$ cat config.mk
export PLATFORM = sky130hd
export DESIGN_NAME = pwm_dual_gen
export DESIGN_NICKNAME = d
export VERILOG_FILES = /design/src/rtl/pwm_dual_pkg.sv /design/src/rtl/pwm_rst_sync.sv /design/src/rtl/pwm_prescaler.sv /design/src/rtl/pwm_counter.sv /design/src/rtl/pwm_channel.sv /design/src/rtl/pwm_dual_gen.sv
export SDC_FILE = /design/constraint.sdc
export NUM_CORES = 1
export LEC_CHECK = 0
export BUFFER_PORTS_ARGS = -buffer_cell sky130_fd_sc_hd__buf_2
export CORE_ASPECT_RATIO = 0.8
export CORE_MARGIN = 8
export CORE_UTILIZATION = 30
export DETAILED_ROUTE_END_ITERATION = 12
export PLACE_DENSITY = 0.46
export SLEW_MARGIN = 20
export SYNTH_ARGS = -nofsm -noshare
export SYNTH_HDL_FRONTEND = slang
export SYNTH_SLANG_ARGS = --single-unit
$ cat constraint.sdc
create_clock -name clk -period 1.7 [get_ports clk]
set_input_delay 0 -clock clk [delete_from_list [all_inputs] [get_ports clk]]
set_output_delay 0 -clock clk [all_outputs]
set_load 0.05 [all_outputs]
$ cat src/rtl/pwm_dual_pkg.sv
package pwm_dual_pkg;

  // Number of fixed divide taps; the next select code picks the external clock.
  localparam int unsigned TAP_COUNT = 7;
  localparam int unsigned SEL_W     = $clog2(TAP_COUNT + 1);

  // Per-channel static controls, grouped so the generate loop can index them.
  typedef struct packed {
    logic slow;
    logic force_en;
    logic force_lvl;
    logic clkout_en;
  } chan_ctl_t;

endpackage

$ cat src/rtl/pwm_rst_sync.sv
module pwm_rst_sync (
  input  logic clk,
  input  logic arst_n,
  output logic rst_n_o
);

  logic [1:0] stage_q;
  logic [1:0] stage_d;

  always_comb begin
    stage_d = {stage_q[0], 1'b1};
  end

  always_ff @(posedge clk or negedge arst_n) begin
    if (!arst_n) stage_q <= 2'b00;
    else         stage_q <= stage_d;
  end

  assign rst_n_o = stage_q[1];

endmodule

$ cat src/rtl/pwm_prescaler.sv
module pwm_prescaler #(
  parameter int unsigned TAPS  = 7,
  parameter int unsigned SEL_W = 3
) (
  input  logic             clk,
  input  logic             rst_n,
  input  logic [SEL_W-1:0] sel_i,
  input  logic             ext_i,
  output logic             tick_o,
  output logic             clk_o
);

  logic [TAPS-1:0] div_q;
  logic [TAPS-1:0] div_d;
  // [0] first sync flop, [1] synchronized level, [2] previous synchronized level
  logic [2:0]      ext_q;
  logic [2:0]      ext_d;
  logic [TAPS-1:0] tap_tick;
  logic            ext_rise;

  genvar k;
  generate
    for (k = 0; k < TAPS; k++) begin : g_tap
      assign tap_tick[k] = &div_q[k:0];
    end
  endgenerate

  assign ext_rise = ext_q[1] & ~ext_q[2];

  always_comb begin
    div_d = div_q + 1'b1;
    ext_d = {ext_q[1:0], ext_i};
  end

  always_comb begin
    tick_o = ext_rise;
    clk_o  = ext_q[1];
    for (int t = 0; t < TAPS; t++) begin
      if (sel_i == SEL_W'(t)) begin
        tick_o = tap_tick[t];
        clk_o  = div_q[t];
      end
    end
  end

  always_ff @(posedge clk or negedge rst_n) begin
    if (!rst_n) begin
      div_q <= '0;
      ext_q <= '0;
    end else begin
      div_q <= div_d;
      ext_q <= ext_d;
    end
  end


  tick_spacing_chk: assert property (@(posedge clk) disable iff (!rst_n)
    tick_o |=> (!tick_o || !$stable(sel_i)));


  ext_tick_src_chk: assert property (@(posedge clk) disable iff (!rst_n)
    (sel_i >= SEL_W'(TAPS) && tick_o) |-> $past(ext_q[0]));

endmodule

$ cat src/rtl/pwm_counter.sv
module pwm_counter #(
  parameter int unsigned CNT_W = 15
) (
  input  logic             clk,
  input  logic             rst_n,
  input  logic             tick_i,
  output logic [CNT_W-1:0] cnt_o,
  output logic [CNT_W-1:0] cnt_inc_o
);

  logic [CNT_W-1:0] cnt_q;
  logic [CNT_W-1:0] cnt_d;

  always_comb begin
    cnt_inc_o = cnt_q + 1'b1;
    cnt_d     = tick_i ? cnt_inc_o : cnt_q;
  end

  always_ff @(posedge clk or negedge rst_n) begin
    if (!rst_n) cnt_q <= '0;
    else        cnt_q <= cnt_d;
  end

  assign cnt_o = cnt_q;


  cnt_hold_chk: assert property (@(posedge clk) disable iff (!rst_n)
    !tick_i |=> $stable(cnt_q));


  cnt_step_chk: assert property (@(posedge clk) disable iff (!rst_n)
    tick_i |=> (cnt_q == CNT_W'($past(cnt_q) + 1'b1)));

endmodule

$ cat src/rtl/pwm_channel.sv
module pwm_channel #(
  parameter int unsigned DUTY_W   = 8,
  parameter int unsigned SLOW_LSB = 7,
  parameter int unsigned CNT_W    = SLOW_LSB + DUTY_W
) (
  input  logic                   clk,
  input  logic                   rst_n,
  input  logic                   tick_i,
  input  logic [CNT_W-1:0]       cnt_i,
  input  logic [CNT_W-1:0]       cnt_inc_i,
  input  logic [DUTY_W-1:0]      duty_i,
  input  pwm_dual_pkg::chan_ctl_t ctl_i,
  input  logic                   pclk_i,
  output logic                   pin_o
);

  logic [DUTY_W-1:0] duty_act_q;
  logic [DUTY_W-1:0] duty_act_d;
  logic              pwm_q;
  logic              pwm_d;
  logic [DUTY_W-1:0] field_nxt;
  logic              wrap;
  logic              load;

  always_comb begin
    field_nxt = ctl_i.slow ? cnt_inc_i[SLOW_LSB +: DUTY_W] : cnt_inc_i[DUTY_W-1:0];
    wrap      = ctl_i.slow ? (&cnt_i) : (&cnt_i[DUTY_W-1:0]);
    load      = tick_i & wrap;
  end

  always_comb begin
    duty_act_d = duty_act_q;
    pwm_d      = pwm_q;
    if (load) begin
      duty_act_d = duty_i;
      pwm_d      = (duty_i != '0);
    end else if (tick_i && (field_nxt == duty_act_q)) begin
      pwm_d      = 1'b0;
    end
  end

  always_ff @(posedge clk or negedge rst_n) begin
    if (!rst_n) begin
      duty_act_q <= '0;
      pwm_q      <= 1'b0;
    end else begin
      duty_act_q <= duty_act_d;
      pwm_q      <= pwm_d;
    end
  end

  always_comb begin
    if (ctl_i.force_en)       pin_o = ctl_i.force_lvl;
    else if (ctl_i.clkout_en) pin_o = pclk_i;
    else                      pin_o = pwm_q;
  end


  zero_duty_low_chk: assert property (@(posedge clk) disable iff (!rst_n)
    (duty_act_q == '0) |-> !pwm_q);


  duty_hold_chk: assert property (@(posedge clk) disable iff (!rst_n)
    !load |=> $stable(duty_act_q));


  rise_at_boundary_chk: assert property (@(posedge clk) disable iff (!rst_n)
    $rose(pwm_q) |-> $past(load));

endmodule

$ cat src/rtl/pwm_dual_gen.sv
module pwm_dual_gen #(
  parameter int unsigned DUTY_W   = 8,
  parameter int unsigned SLOW_LSB = 7
) (
  input  logic                               clk,
  input  logic                               rst_n,
  input  logic                               ext_clk_i,
  input  logic [pwm_dual_pkg::SEL_W-1:0]     pre_sel_i,
  input  logic                               clk_out_en_i,
  input  logic                               slow_a_i,
  input  logic                               slow_b_i,
  input  logic [DUTY_W-1:0]                  duty_a_i,
  input  logic [DUTY_W-1:0]                  duty_b_i,
  input  logic                               force_a_i,
  input  logic                               force_b_i,
  input  logic                               force_lvl_a_i,
  input  logic                               force_lvl_b_i,
  output logic                               pwm_a_o,
  output logic                               pwm_b_o
);

  import pwm_dual_pkg::*;

  localparam int unsigned CNT_W  = SLOW_LSB + DUTY_W;
  localparam int unsigned N_CHAN = 2;

  logic              rst_n_s;
  logic              tick;
  logic              pclk;
  logic [CNT_W-1:0]  cnt;
  logic [CNT_W-1:0]  cnt_inc;
  logic [DUTY_W-1:0] duty_arr [N_CHAN];
  chan_ctl_t         ctl_arr  [N_CHAN];
  logic [N_CHAN-1:0] pin;

  pwm_rst_sync u_rst (
    .clk     (clk),
    .arst_n  (rst_n),
    .rst_n_o (rst_n_s)
  );

  pwm_prescaler #(
    .TAPS  (TAP_COUNT),
    .SEL_W (SEL_W)
  ) u_pre (
    .clk    (clk),
    .rst_n  (rst_n_s),
    .sel_i  (pre_sel_i),
    .ext_i  (ext_clk_i),
    .tick_o (tick),
    .clk_o  (pclk)
  );

  pwm_counter #(
    .CNT_W (CNT_W)
  ) u_cnt (
    .clk       (clk),
    .rst_n     (rst_n_s),
    .tick_i    (tick),
    .cnt_o     (cnt),
    .cnt_inc_o (cnt_inc)
  );

  always_comb begin
    duty_arr[0] = duty_a_i;
    duty_arr[1] = duty_b_i;
    ctl_arr[0]  = '{slow: slow_a_i, force_en: force_a_i,
                    force_lvl: force_lvl_a_i, clkout_en: clk_out_en_i};
    ctl_arr[1]  = '{slow: slow_b_i, force_en: force_b_i,
                    force_lvl: force_lvl_b_i, clkout_en: 1'b0};
  end

  genvar c;
  generate
    for (c = 0; c < N_CHAN; c++) begin : g_chan
      pwm_channel #(
        .DUTY_W   (DUTY_W),
        .SLOW_LSB (SLOW_LSB),
        .CNT_W    (CNT_W)
      ) u_ch (
        .clk       (clk),
        .rst_n     (rst_n_s),
        .tick_i    (tick),
        .cnt_i     (cnt),
        .cnt_inc_i (cnt_inc),
        .duty_i    (duty_arr[c]),
        .ctl_i     (ctl_arr[c]),
        .pclk_i    (pclk),
        .pin_o     (pin[c])
      );
    end
  endgenerate

  assign pwm_a_o = pin[0];
  assign pwm_b_o = pin[1];


  reset_low_chk: assert property (@(posedge clk)
    (!rst_n_s && !force_a_i && !clk_out_en_i) |-> !pwm_a_o);

endmodule

# Word level (Yosys, flattened, before mapping)
# Cells that the tools add are included.
[word_totals] ff_bits=45 latch_bits=0 ram_bits=0 romBits=0 output_inout_bits=2 wordCells=62 memories=0
[classes] add_sub_neg=2 multipliers=0 div_mod_pow=0 n_lt_le_gt_ge=0 eq_ne=8 n_shift=0 n_mux=25 bitwise=4 reduce_logical=15
[ops] op="two-way mux 1 bit" count=23
[ops] op="equality test 8 bit" count=2
[ops] op="two-way mux 8 bit" count=2
[ops] op="nonzero test 8 bit" count=2
[ops] op="adder 15 x 1 -> 15 bit, second input constant" count=1
[ops] op="AND reduction 15 bit" count=1
[ops] op="equality test 3 bit, second input constant" count=3
[ops] op="AND reduction 8 bit" count=1
[ops] op="adder 7 x 1 -> 7 bit, second input constant" count=1
[ops] op="AND reduction 7 bit" count=1
[ops] op="equality test 3 x 2 -> 1 bit, second input constant" count=2
[ops] op="AND reduction 6 bit" count=1
[ops] op="AND reduction 5 bit" count=1
[ops] op="AND reduction 4 bit" count=1
[ops] op="nonzero test 2 bit" count=2
[ops] op="bitwise AND 1 bit" count=3
[ops] op="equality test 3 x 1 -> 1 bit, second input constant" count=1
[ops] op="logical NOT 3 bit" count=1
[ops] op="AND reduction 3 bit" count=1
[ops] op="logical AND 1 bit" count=2
[ops] op="AND reduction 2 bit" count=1
[ops] op="inverter 1 bit" count=1

# Longest topological paths before layout
[logic_depth] depth_word=12 ltp_mapped=10 depth_no_buf=9

# By module
# A second synthesis with hierarchy kept.
[unflattened] hier_cells=242 area_unflattened_um2=2657.5
[modules_own_cells] mod="pwm_channel" n_inst=2 cells_each=52 area_each_um2=579.3 seq_area_each_um2=225.2
[modules_own_cells] mod="pwm_counter" n_inst=1 cells_each=91 area_each_um2=914.6 seq_area_each_um2=375.4
[modules_own_cells] mod="pwm_prescaler" n_inst=1 cells_each=43 area_each_um2=526.8 seq_area_each_um2=250.2
[modules_own_cells] mod="pwm_rst_sync" n_inst=1 cells_each=3 area_each_um2=53.8 seq_area_each_um2=50.0
[modules_own_cells] mod="pwm_dual_gen" n_inst=1 cells_each=1 area_each_um2=3.8 seq_area_each_um2=0.0

# Worst setup path before layout
# Ideal clock, no wire load.
[synth_timing] path_kind="reg2reg" startpoint="register u_pre.div_q[0]" endpoint="register g_chan[1].u_ch.duty_act_q[0]" setup_ns=0.128 t_arrival_ns=2.224 t_required_ns=1.572 setup_slack_ns=-0.652 stages_incl_launch_ff=10 path_buffers=1 synth_period_minus_slack_ns=2.352 path_cell_list="dfrtp_1 -> ha_1 -> ha_1 -> mux2i_1 -> o311ai_0 -> a311o_1 -> a22o_4 -> and3_1 -> buf_2 -> mux2_1"
[synth_via] elab_chain_cells=8 word_cells_on_any_way=14 cone_classes="mux: 7; bitwise: 1; reduce/logical: 6"
[synth_rtl] item="start: declaration" line="pwm_prescaler.sv:13" source="logic [TAPS-1:0] div_q;"
[synth_rtl] item="start signal: assignment" line="pwm_prescaler.sv:51" source="div_q <= div_d;"
[synth_rtl] item="two-way mux 1 bit or AND reduction 2 bit (tied branches)" line="pwm_prescaler.sv:39, pwm_prescaler.sv:24"
[synth_rtl] item="two-way mux 1 bit (5 in series)" line="pwm_prescaler.sv:39" source="if (sel_i == SEL_W'(t)) begin"
[synth_rtl] item="two-way mux 1 bit *" line="pwm_prescaler.sv:39"
[synth_rtl] item="bitwise AND 1 bit *" line="pwm_channel.sv:28" source="load = tick_i & wrap;"
[synth_rtl] item="end signal: assignment" line="pwm_channel.sv:47" source="duty_act_q <= duty_act_d;"
[synth_rtl] item="end: declaration" line="pwm_channel.sv:17" source="logic [DUTY_W-1:0] duty_act_q;"
# Every way passes the cells marked *; elsewhere a longest branch is shown, timed or not.
# A chain may end at the register's enable or synchronous reset.

# Worst setup path after layout
[layout_timing] startpoint="register u_pre.div_q[0]" endpoint="register g_chan[1].u_ch.duty_act_q[3]"
# Same word-level chain as after synthesis.

==> impl_summary.txt <==
----------------------------------------------------
[Floorplan]
  Core Rows ... 31
  Die height ... about 100 um
  Die ar. ... 0.0126 mm^2
  Floorplan core area ... about 0.009 mm^2
  Num ports ... 31
  Initial core utilization ... 30.7%
  Die extent in x ... ~120 um

[Global routing]
  Global route overflow ... 0
  Global-route total usage across every layer ... between 10% and 20%
  Global-route wire length before repair ... 12,700 um
  Antenna violations before repair ... 0
  Pin count of the biggest net entering global routing ... 23
  Via count of the first global-routing pass ... around 2,500

[Synthesis]
  #FFs+latches synth ... 45
  Portion of synthesized cell area occupied by the leading cell type ... 40.5%
  Post-Synthesis Net Count ... 309
  Unique cell type count in the Yosys netlist ... 63
  Library cell with the largest summed area after synthesis ... dfrtp_1
  Synthesized-area fraction occupied by and/or/nand/nor cells ... between 10% and 20%
  Post-synthesis xor/xnor area fraction ... 14.3%
  Yosys warning total ... 0
  Top post-synthesis cells by area ... dfrtp_1 41%, xor2_1 6.6%, xnor2_1 6.3%
  Fraction of registers with async set or reset after synthesis ... 100%
  Largest family of logic cells by synthesized area ... simple AND/OR/NAND/NOR gates
  Most used DFF post-synth ... dfrtp_1
  Cell area after technology mapping ... 0.00278 mm^2
  Fraction of the mapped netlist area in adder cells ... under 10%
  Mux cell area share after synthesis ... 8.69%
  Number of enable flip-flop cells after synthesis ... 0
  Sequential element share of the synthesized area ... about two fifths
  Complex-gate fraction of the synthesized area ... between 10% and 20%
  Count of mapped cells out of synthesis ... around 280
  Synthesized area divided by synthesized cell count ... roughly 10 um^2

[Setup path]
  Arrival time at the worst endpoint ... 2480 ps
  Crit path largest cell delay ... approximately 400 ps
  Critical path buffer and inverter count ... 0
  Worst setup path category ... flop to flop
  Standard cell with the maximum stage delay on the critical path ... dfrtp_1
  Maximum fanout along the worst path ... 9
  Cells traversed along the worst timing path ... ha_4 > ha_4 > mux2i_2 > o311ai_2 > a311o_1 > a22o_4 > and3_4 > mux2_4
  Cell with the most instances on the worst path ... ha_4
  Cell family with the largest share of critical-path delay ... compound AO/OA/AOI/OAI gates
  Critical path launch point type ... flop
  Worst setup EP type ... flop
  Data required, critical path ... 1880 ps

[Cells and area]
  Register Area ... 0.00113 mm^2
  Total number of nets in the final design ... 418
  Leading cell type in the layout, fill and taps excluded ... buf_4
  Final design instance area without fill ... between 0.004 and 0.005 mm^2
  Fin util ... a little under half
  Filler Cells Inserted ... 870
  Leading cell types in the layout, fill and taps excluded ... 62 x buf_4, 41 x dfrtp_1, 29 x buf_2
  # diodes ... 0
  Area growth from synthesis to layout ... 48.7%
  Share of final-layout standard cells stronger than drive strength 1 ... a little over two fifths
  Multi-input logic area ... roughly 0.0018 mm^2

[Routing]
  Average wire length per cell after detail routing ... ~15 um
  Via Count ... between 2,000 and 2,500
  Remaining number of nets flagged by the antenna check after routing ... 0
  Drt total wl ... approximately 7500 um
  Detailed Route Iter0 Violations ... 94
  First-pass iteration count of the detailed router ... 4
  DRC violation count after routing ... 0
  Vias per Instance ... about 5

[CTS]
  Cts bufs inserted ... 5
  CTS tree ... yes
  Source-to-sink clock delay at the later pin of the worst-skew pair ... 300 ps
  CTS root buffer ... clkbuf_16
  Clock tree sinks ... 45
  Clock transition at path regs ... roughly 70 ps
  H-tree level count ... 2
  Bufs on Longest Clock Path ... 2

[STA]
  Final setup slack of the worst path ... -593 ps
  Clock tree skew after final layout ... 5.76 ps
  Final-layout setup total negative slack ... -17,010 ps
  FMAX ... between 400 and 500 MHz
  Slew Viols, Final ... 0
  RSZ-0062 raised after global routing ... yes
  Endpoints failing hold ... 0
  Worst hold slack after final layout ... approximately 18 ps
  Final critical delay including setup and external delays ... between 2000 and 2500 ps
  Final setup fails ... 34
  Part of the cycle the worst path needs ... 135%

[Place]
  Post-placement setup slack ... -590 ps
  IO Port Bufs ... 30
  Half-perimeter wire length after placement ... 5760 um
  Cell area reported after detailed placement ... between 0.003 and 0.004 mm^2
  GP Congestion ... about 0.80

[Job]
  Max Cap Violations ... 0

[Status]
  Failing checks ... negative setup slack
  Run status ... finished, violations left

[Power]
  Worst VDD drop ... between 0.3 and 0.4 mV
  Power density of the placed cells ... approximately 900 mW/mm^2
  Lkg Pwr ... 1.86 nW

[Worst hold path]
  Worst min path class ... primary input to asynchronous set/reset pin

----------------------------------------------------
[metrics by stage]
step	total power [mW]	std cells
4_1_cts	3.68	498
3_3_place_gp	2.34	465
2_1_floorplan	1.89	276
6_report	3.64	501
3_5_place_dp	2.35	465
5_1_grt	3.84	501
[final timing paths]
check | from | endpoint | slack (ps) | cells after the start
setup / recovery | u_pre.div_q[0] | g_chan[1].u_ch.duty_act_q[3] | -590 | 8
hold / removal | rst_n | u_rst.stage_q[0] | 20 | 2
setup reg to reg | u_pre.div_q[0] | g_chan[1].u_ch.duty_act_q[3] | -590 | 8
hold reg to reg | u_rst.stage_q[1] | u_cnt.cnt_o[5] | 180 | 0
max in group asynchronous | u_rst.stage_q[1] | u_cnt.cnt_o[0] | 1050 | 1
min in group clk | force_a_i | pwm_a_o | 300 | 3
[registers in the layout (all words and copies together) (netlist names)]
name / count
g_chan.u_ch.pwm_q: 2
g_chan.u_ch.duty_act_q: 16
u_pre.ext_q: 3
u_rst.stage_q: 2
u_pre.div_q: 7
u_cnt.cnt_o: 15
[layout make-up]
type	instances	area share, %
multi-input cells	212	43.5
clock inverters	3	1.21
inverters	7	0.636
well taps	115	3.48
repair buffers	114	20.7
clock buffers	5	3.03
flip-flops and latches	45	27.4
[cells in the mapped netlist, types with 5 or more instances]
cell and n:
xnor2_1 20, buf_2 8, a21oi_1 7, xor2_1 21, mux2_1 14, mux2i_1 5, inv_1 7, nand2_1 19
nor2_1 19, nand3_1 13, nor3_1 6, nand2b_1 6, and3_1 8, dfrtp_1 45
[report_power, final]
| part | switching [mW] | internal, mW | leakage [nW] | total [mW] |
|---|---|---|---|---|
| clock network | 0.449 | 0.707 | 0.0859 | 1.16 |
| registers | 0.0934 | 1.16 | 0.584 | 1.26 |
| logic | 0.581 | 0.654 | 1.19 | 1.23 |
| total | 1.12 | 2.52 | 1.86 | 3.64 |
[routing by layer]
metal	vias up	share of wire, %	global-route usage (%)
met4	0	1.4	4.16
met1	1183	52	17.7
met3	10	3.2	3.31
met5	-	0	0
li1	1211	-	-
met2	30	43	19.1
[kinds of logic after synthesis]
group	Yosys count
flops	45
simple gates	100
compound gates	41
other cells	1
mux	22
buf+inv	20
xor+xnor	43
fa+ha+maj	4
[timing repair]
| action | 4_1_cts | 5_1_grt |
|---|---|---|
| hold buffers | 18 | 0 |
| pin swaps | 10 | 15 |
| setup buffers | 7 | 3 |
| endpoints found under the setup margin | 34 | 34 |
| endpoints found under the hold margin | 19 | 0 |
| resized for setup | 24 | 18 |
| cloned | 1 | 0 |
Note: power is estimated with default switching activity, not from simulation.
